File: src/rtl/vi_doorbell_pkg.sv
package vi_doorbell_pkg;

  typedef enum logic [2:0] {
    ST_SCAN,
    ST_FETCH,
    ST_WAITRSP,
    ST_HOLD,
    ST_WBACK,
    ST_WACK
  } engState_t;

  typedef struct packed {
    logic doLatch;    // capture the picked slot as current
    logic doIssue;    // fetch accepted: clear doorbell, mark in flight
    logic doCapture;  // store the returned descriptor
    logic doRelease;  // write-back acknowledged: free the slot
  } ctlStrobe_t;

endpackage

File: src/rtl/vi_doorbell_datapath.sv
module vi_doorbell_datapath
  import vi_doorbell_pkg::*;
#(
  parameter int NUM_VI = 8,
  parameter int VI_W   = $clog2(NUM_VI),
  parameter int DESC_W = 64,
  parameter int STAT_W = 16,
  parameter int CNT_W  = 4
) (
  input  logic              clk,
  input  logic              rstN,
  input  ctlStrobe_t        stb,
  input  logic              hostWrEn,
  input  logic [VI_W-1:0]   hostWrVi,
  input  logic              hostWrDir,
  input  logic [DESC_W-1:0] rdRspData,
  input  logic              cplValid,
  input  logic [VI_W-1:0]   cplVi,
  input  logic              cplDir,
  output logic              pickValid,
  output logic              cplMatch,
  output logic [VI_W-1:0]   curVi,
  output logic              curDir,
  output logic [DESC_W-1:0] descData,
  output logic [STAT_W-1:0] wrStatus
);

  localparam int NSLOT  = 2 * NUM_VI;
  localparam int SLOT_W = VI_W + 1;
  localparam logic [CNT_W-1:0]  CNT_MAX   = {CNT_W{1'b1}};
  localparam logic [STAT_W-1:0] DONE_MASK = STAT_W'(1) << (STAT_W - 1);

  logic             pend [NSLOT];
  logic             busy [NSLOT];
  logic [CNT_W-1:0] cnt  [NSLOT];

  logic [SLOT_W-1:0] curSlot;
  logic [SLOT_W-1:0] pickIdx;
  logic [SLOT_W-1:0] hostIdx;
  logic [DESC_W-1:0] descReg;

  assign hostIdx = {hostWrVi, hostWrDir};

  // Per-slot doorbell, in-flight flag and post counter.
  for (genvar s = 0; s < NSLOT; s++) begin : g_slot
    logic             hit, grant, rel, pNx, bNx;
    logic [CNT_W-1:0] cNx;

    always_comb begin
      hit   = hostWrEn && (hostIdx == SLOT_W'(s));
      grant = stb.doIssue && (curSlot == SLOT_W'(s));
      rel   = stb.doRelease && (curSlot == SLOT_W'(s));
      pNx   = pend[s];
      bNx   = busy[s];
      cNx   = cnt[s];
      if (grant) begin
        pNx = 1'b0;
        bNx = 1'b1;
      end
      if (rel) begin
        bNx = 1'b0;
        if (cnt[s] != '0) begin
          cNx = cnt[s] - CNT_W'(1);
          pNx = 1'b1;
        end
      end
      if (hit) begin
        if (pNx || bNx) begin
          if (cNx != CNT_MAX) cNx = cNx + CNT_W'(1);
        end else begin
          pNx = 1'b1;
        end
      end
    end

    always_ff @(posedge clk) begin
      if (!rstN) begin
        pend[s] <= 1'b0;
        busy[s] <= 1'b0;
        cnt[s]  <= '0;
      end else begin
        pend[s] <= pNx;
        busy[s] <= bNx;
        cnt[s]  <= cNx;
      end
    end
  end

  // Round-robin pick: nearest pending slot after the current one wins.
  always_comb begin
    pickValid = 1'b0;
    pickIdx   = '0;
    for (int k = NSLOT; k >= 1; k--) begin
      int idx;
      idx = (int'(curSlot) + k) % NSLOT;
      if (pend[idx]) begin
        pickValid = 1'b1;
        pickIdx   = SLOT_W'(idx);
      end
    end
  end

  always_ff @(posedge clk) begin
    if (!rstN) begin
      curSlot <= SLOT_W'(NSLOT - 1);
      descReg <= '0;
    end else begin
      if (stb.doLatch)   curSlot <= pickIdx;
      if (stb.doCapture) descReg <= rdRspData;
    end
  end

  assign curVi    = curSlot[SLOT_W-1:1];
  assign curDir   = curSlot[0];
  assign cplMatch = cplValid && ({cplVi, cplDir} == curSlot);
  assign descData = descReg;
  assign wrStatus = descReg[STAT_W-1:0] | DONE_MASK;

endmodule

File: src/rtl/vi_doorbell_control.sv
module vi_doorbell_control
  import vi_doorbell_pkg::*;
(
  input  logic       clk,
  input  logic       rstN,
  input  logic       pickValid,
  input  logic       rdReqReady,
  input  logic       rdRspValid,
  input  logic       cplMatch,
  input  logic       wrReqReady,
  input  logic       wrRspValid,
  output ctlStrobe_t stb,
  output logic       rdReqValid,
  output logic       descValid,
  output logic       wrReqValid
);

  engState_t state, stateNx;

  always_comb begin
    stateNx = state;
    stb     = '0;
    unique case (state)
      ST_SCAN: if (pickValid) begin
        stb.doLatch = 1'b1;
        stateNx     = ST_FETCH;
      end
      ST_FETCH: if (rdReqReady) begin
        stb.doIssue = 1'b1;
        stateNx     = ST_WAITRSP;
      end
      ST_WAITRSP: if (rdRspValid) begin
        stb.doCapture = 1'b1;
        stateNx       = ST_HOLD;
      end
      ST_HOLD: if (cplMatch) stateNx = ST_WBACK;
      ST_WBACK: if (wrReqReady) stateNx = ST_WACK;
      ST_WACK: if (wrRspValid) begin
        stb.doRelease = 1'b1;
        stateNx       = ST_SCAN;
      end
      default: stateNx = ST_SCAN;
    endcase
  end

  always_ff @(posedge clk) begin
    if (!rstN) state <= ST_SCAN;
    else       state <= stateNx;
  end

  assign rdReqValid = (state == ST_FETCH);
  assign descValid  = (state == ST_HOLD);
  assign wrReqValid = (state == ST_WBACK);

endmodule

File: src/rtl/vi_doorbell_unit.sv
module vi_doorbell_unit
  import vi_doorbell_pkg::*;
#(
  parameter int NUM_VI = 8,
  parameter int VI_W   = $clog2(NUM_VI),
  parameter int DESC_W = 64,
  parameter int STAT_W = 16,
  parameter int CNT_W  = 4
) (
  input  logic              clk,
  input  logic              rstN,
  input  logic              hostWrEn,
  input  logic [VI_W-1:0]   hostWrVi,
  input  logic              hostWrDir,
  output logic              rdReqValid,
  input  logic              rdReqReady,
  output logic [VI_W-1:0]   rdReqVi,
  output logic              rdReqDir,
  input  logic              rdRspValid,
  input  logic [DESC_W-1:0] rdRspData,
  output logic              descValid,
  output logic [VI_W-1:0]   descVi,
  output logic              descDir,
  output logic [DESC_W-1:0] descData,
  input  logic              cplValid,
  input  logic [VI_W-1:0]   cplVi,
  input  logic              cplDir,
  output logic              wrReqValid,
  input  logic              wrReqReady,
  output logic [VI_W-1:0]   wrReqVi,
  output logic              wrReqDir,
  output logic [STAT_W-1:0] wrReqStatus,
  input  logic              wrRspValid
);

  ctlStrobe_t      stb;
  logic            pickValid, cplMatch;
  logic [VI_W-1:0] curVi;
  logic            curDir;

  vi_doorbell_control u_ctl (
    .clk(clk), .rstN(rstN), .pickValid(pickValid), .rdReqReady(rdReqReady),
    .rdRspValid(rdRspValid), .cplMatch(cplMatch), .wrReqReady(wrReqReady),
    .wrRspValid(wrRspValid), .stb(stb), .rdReqValid(rdReqValid),
    .descValid(descValid), .wrReqValid(wrReqValid)
  );

  vi_doorbell_datapath #(
    .NUM_VI(NUM_VI), .VI_W(VI_W), .DESC_W(DESC_W), .STAT_W(STAT_W), .CNT_W(CNT_W)
  ) u_dp (
    .clk(clk), .rstN(rstN), .stb(stb), .hostWrEn(hostWrEn), .hostWrVi(hostWrVi),
    .hostWrDir(hostWrDir), .rdRspData(rdRspData), .cplValid(cplValid),
    .cplVi(cplVi), .cplDir(cplDir), .pickValid(pickValid), .cplMatch(cplMatch),
    .curVi(curVi), .curDir(curDir), .descData(descData), .wrStatus(wrReqStatus)
  );

  assign rdReqVi  = curVi;
  assign rdReqDir = curDir;
  assign descVi   = curVi;
  assign descDir  = curDir;
  assign wrReqVi  = curVi;
  assign wrReqDir = curDir;

endmodule

File: config.mk
export PLATFORM = sky130hd
export DESIGN_NAME = vi_doorbell_unit
export DESIGN_NICKNAME = d
export VERILOG_FILES = /design/src/rtl/vi_doorbell_pkg.sv /design/src/rtl/vi_doorbell_datapath.sv /design/src/rtl/vi_doorbell_control.sv /design/src/rtl/vi_doorbell_unit.sv
export SDC_FILE = /design/constraint.sdc
export NUM_CORES = 1
export LEC_CHECK = 0
export ABC_AREA = 1
export CELL_PAD_IN_SITES_DETAIL_PLACEMENT = 0
export CELL_PAD_IN_SITES_GLOBAL_PLACEMENT = 1
export CORE_MARGIN = 10
export CORE_UTILIZATION = 42
export CTS_CLUSTER_SIZE = 24
export DETAILED_ROUTE_END_ITERATION = 8
export PLACE_DENSITY_LB_ADDON = 0.1
export REMOVE_ABC_BUFFERS = 1
export SETUP_SLACK_MARGIN = 0.02
export SLEW_MARGIN = 15
export SYNTH_ARGS = -nofsm -noshare
export SYNTH_HDL_FRONTEND = slang
export SYNTH_SLANG_ARGS = --single-unit
File: constraint.sdc
create_clock -name clk -period 5.51 [get_ports clk]
set_clock_uncertainty 0.15 [all_clocks]
set_input_delay 1.102 -clock clk [delete_from_list [all_inputs] [get_ports clk]]
set_output_delay 1.102 -clock clk [all_outputs]
set_load 0.02 [all_outputs]
==> key figures <==
Synthesis
  – Mapped Area: between 10000 and 15000 um2
  – Post-synthesis compound-gate area fraction: around 20%
  – Post-Synth Adder-Cell Area: under 10%
  – #FFs+latches synth: between 150 and 200
  – Post-synthesis xor/xnor area fraction: about 3.4%
  – Seq/Total Area, Yosys: slightly above 30%
  – Number of flops mapped to enable cells by yosys: 0
  – Mean post-synth cell area: between 6 and 7 um2
  – Mux cell area share after synthesis: less than 1%
  – Post-Synth Simple-Gate Area: between 20 and 30%
  – Yosys Warn Count: 0
  – Main combinational cell family by area after synthesis: simple AND/OR/NAND/NOR gates
  – Dominant synthesized flop cell: dfxtp_1
  – Netlist cell types: 61
  – Asr flop ratio synth: 0%
  – Mapped Cells: 1640

Global route
  – GRT overflow: 0
  – First-pass GRT wire length: roughly 50 mm
  – Largest net degree at the start of global routing: roughly 110
  – Antenna violations before repair: 0
  – Tot GR Track Use: 17.6%
  – Vias in the first global route: 10200

STA
  – Count of pins over their slew limit: 0
  – PnR worst setup slack: about 1.8 ns
  – Setup TNS: 0 ns
  – Maximum clock rate: between 0.2 and 0.3 GHz
  – RSZ-0062 raised after global routing: no
  – Tcrit/Tclk final: around two thirds
  – Hold Slack: 0.329 ns
  – Max-slew headroom: roughly a quarter
  – Final hold viol count: 0
  – Final Critical Period: about 3.7 ns
  – Final setup viols: 0
  – Actual slew at the worst max-slew pin: 1.10 ns

Drt
  – Drt total wl: 29.7 mm
  – Vias per cell: 5.00
  – DRC: 0
  – Vias: 10600
  – Final ANT Viol Nets: 0
  – First drt pass iteration count: 7
  – Detailed Route Iter0 Violations: about 620
  – Drt wl/cell: 14.1 um

Clocking
  – Clk Latency, worst-skew pair: approximately 0.43 ns
  – Post-CTS Setup Repair Bufs: 0
  – Clock-pin slew on the worst setup and hold paths: around 0.060 ns
  – Num CTS Buffers: 17
  – H-Tree Depth: 4
  – TritonCTS clock tree: yes
  – Post-cts sizing count: 0
  – CTS sink count: approximately 170
  – Hold-fix buffer count after cts: 0
  – Max Buffers Root-to-Sink: 2
  – Root buffer cell: clkbuf_16

Place
  – Placed Cells: around 2100
  – Placement Setup Slack: 1.50 ns
  – Number of port buffers: roughly 170
  – DPL Wire Length: about 22 mm
  – GPL Wtd Cong: just under 0.9

Finish
  – Commonest non-fill, non-tap cells in the layout: 310 x nand2_1, 238 x nor2_1, 187 x inv_1, 172 x clkdlybuf4s50_1, 171 x dfxtp_1
  – Most common cell after layout, fill and taps aside: nand2_1
  – Diodes inserted: 0
  – Post-Layout Cell Count: 2114
  – Fin nets: 1892
  – Share of cells above drive strength 1: under 10%
  – Area delta synth->final: 21.5%

Floorplanning
  – Ports: ~180
  – Die W: about 180 um
  – Die Area: between 30000 and 40000 um2
  – Row count: 59
  – Die extent in y: 182 um
  – Core Region: between 20000 and 30000 um2
  – Initial core utilization: a little over two fifths

Critical path
  – Worst-path maximum fanout: 29
  – CP required: between 5 and 6 ns
  – R2R Setup Slk: about 1.8 ns
  – Critical Path Source Type: flip-flop
  – Worst path arrival time: between 3 and 4 ns
  – CP Class: flip-flop to flip-flop
  – CP endpoint kind: flip-flop

Power and ir drop
  – Lkg Pwr: 5.94 nW
  – VDD IR max: slightly below 300 uV
  – Cell Pwr Density: about 420 nW/um2

Status
  – Status: complete, no violations

Job
  – MaxCap Viol Count: 0

Min path
  – Hold Path Class: flip-flop to flip-flop
-- worst paths after layout --
check,from,end,cells after the start
max,u_dp.curSlot[0],u_dp.curSlot[1],26
min,u_dp.descData[27],u_dp.descData[27],2
max reg2reg,u_dp.curSlot[0],u_dp.curSlot[1],26
min reg2reg,u_dp.descData[27],u_dp.descData[27],2
-- logic make-up after synthesis --
group / Yosys count
and+or+nand+nor: 723
AOI/OAI and AO/OA: 370
buffers and inverters: 290
DFF: 171
adders and majority gates: 46
xor gates and xnor gates: 38
other: 1
muxes: 1
-- stage by stage --
step / util (%) / area (um2) / total power (W)
after floorplan: - / 10500 / 0.00350
after global placement: 49.2 / 12700 / 0.00438
after detailed placement: 49.2 / 12700 / 0.00438
after CTS: 51.5 / 13300 / 0.00563
after global routing: 51.5 / 13300 / 0.00608
final: 51.5 / 13300 / 0.00559
-- worst max-delay path, cell delays in order (launching register included) --
cell and delay, ns:
dfxtp_1 0.31, buf_4 0.34, inv_6 0.18, ha_1 0.66, inv_1 0.35, nand3_1 0.21, nand3_1 0.08, nand2_1 0.15
nand2_1 0.08, nand2_2 0.14, nor2_1 0.05, nand2_1 0.08, nand3_1 0.07, nand2_1 0.06, nand2_1 0.05, nand2_1 0.05
nand2_1 0.04, nand2_1 0.06, nand2_1 0.05, nand2_1 0.06, nand2_1 0.05, nand2_1 0.05, nand2_1 0.05, nand2_1 0.06
nand2_1 0.05, nand2_1 0.06, nand2_1 0.06
-- cell type report --
type,instances,area (um2)
timing repair buffer,181,1790
clock inverter,13,154
clock buffer,19,443
multi-input combinational,1179,6300
tap,335,419
fill,2608,12600
inverter,216,818
sequential,171,3420
-- routing by layer --
layer | routed length (um) | global-route usage, % | share of wire (%)
met5 | 0 | 0 | 0
met1 | 13500 | 21.1 | 45
met3 | 2720 | 6.90 | 9.1
met2 | 13200 | 28.8 | 44
met4 | 356 | 4.62 | 1.2
-- Yosys cell counts (all sizes together), types with 2 or more instances --
| library cell | instances | area [um2] |
|---|---|---|
| a211oi | 24 | 185 |
| a21oi | 116 | 607 |
| a221oi | 2 | 23.8 |
| a31oi | 21 | 131 |
| buf | 42 | 325 |
| clkbuf | 32 | 120 |
| dfxtp | 171 | 3420 |
| ha | 46 | 576 |
| inv | 216 | 818 |
| nand2 | 331 | 1300 |
| nand3 | 85 | 468 |
| nand3b | 2 | 27.5 |
| nand4 | 11 | 68.8 |
| nor2 | 253 | 1020 |
| nor3 | 29 | 155 |
| nor4 | 12 | 126 |
| o211a | 2 | 20.0 |
| o21a | 3 | 22.5 |
| o21ai | 168 | 890 |
| o221a | 7 | 78.8 |
| o22ai | 16 | 100 |
| o31ai | 4 | 35.0 |
| xnor2 | 7 | 80.1 |
| xor2 | 31 | 298 |
-- sequential cells by signal (all words and copies together), names as in the netlist, named ones only --
register       cells
u_dp.cnt          64
u_dp.pend         16
u_dp.curSlot       4
u_dp.descData     64
u_dp.busy         16
u_ctl.state        3
-- where the power goes --
group | switching [W] | leakage (nW) | internal [W]
Sequential | 0.000106 | 1.39 | 0.00136
Clock | 0.000540 | 0.290 | 0.000693
Combinational | 0.00186 | 4.27 | 0.00103
Total | 0.00251 | 5.94 | 0.00309
(Power assumes the default switching activity.)
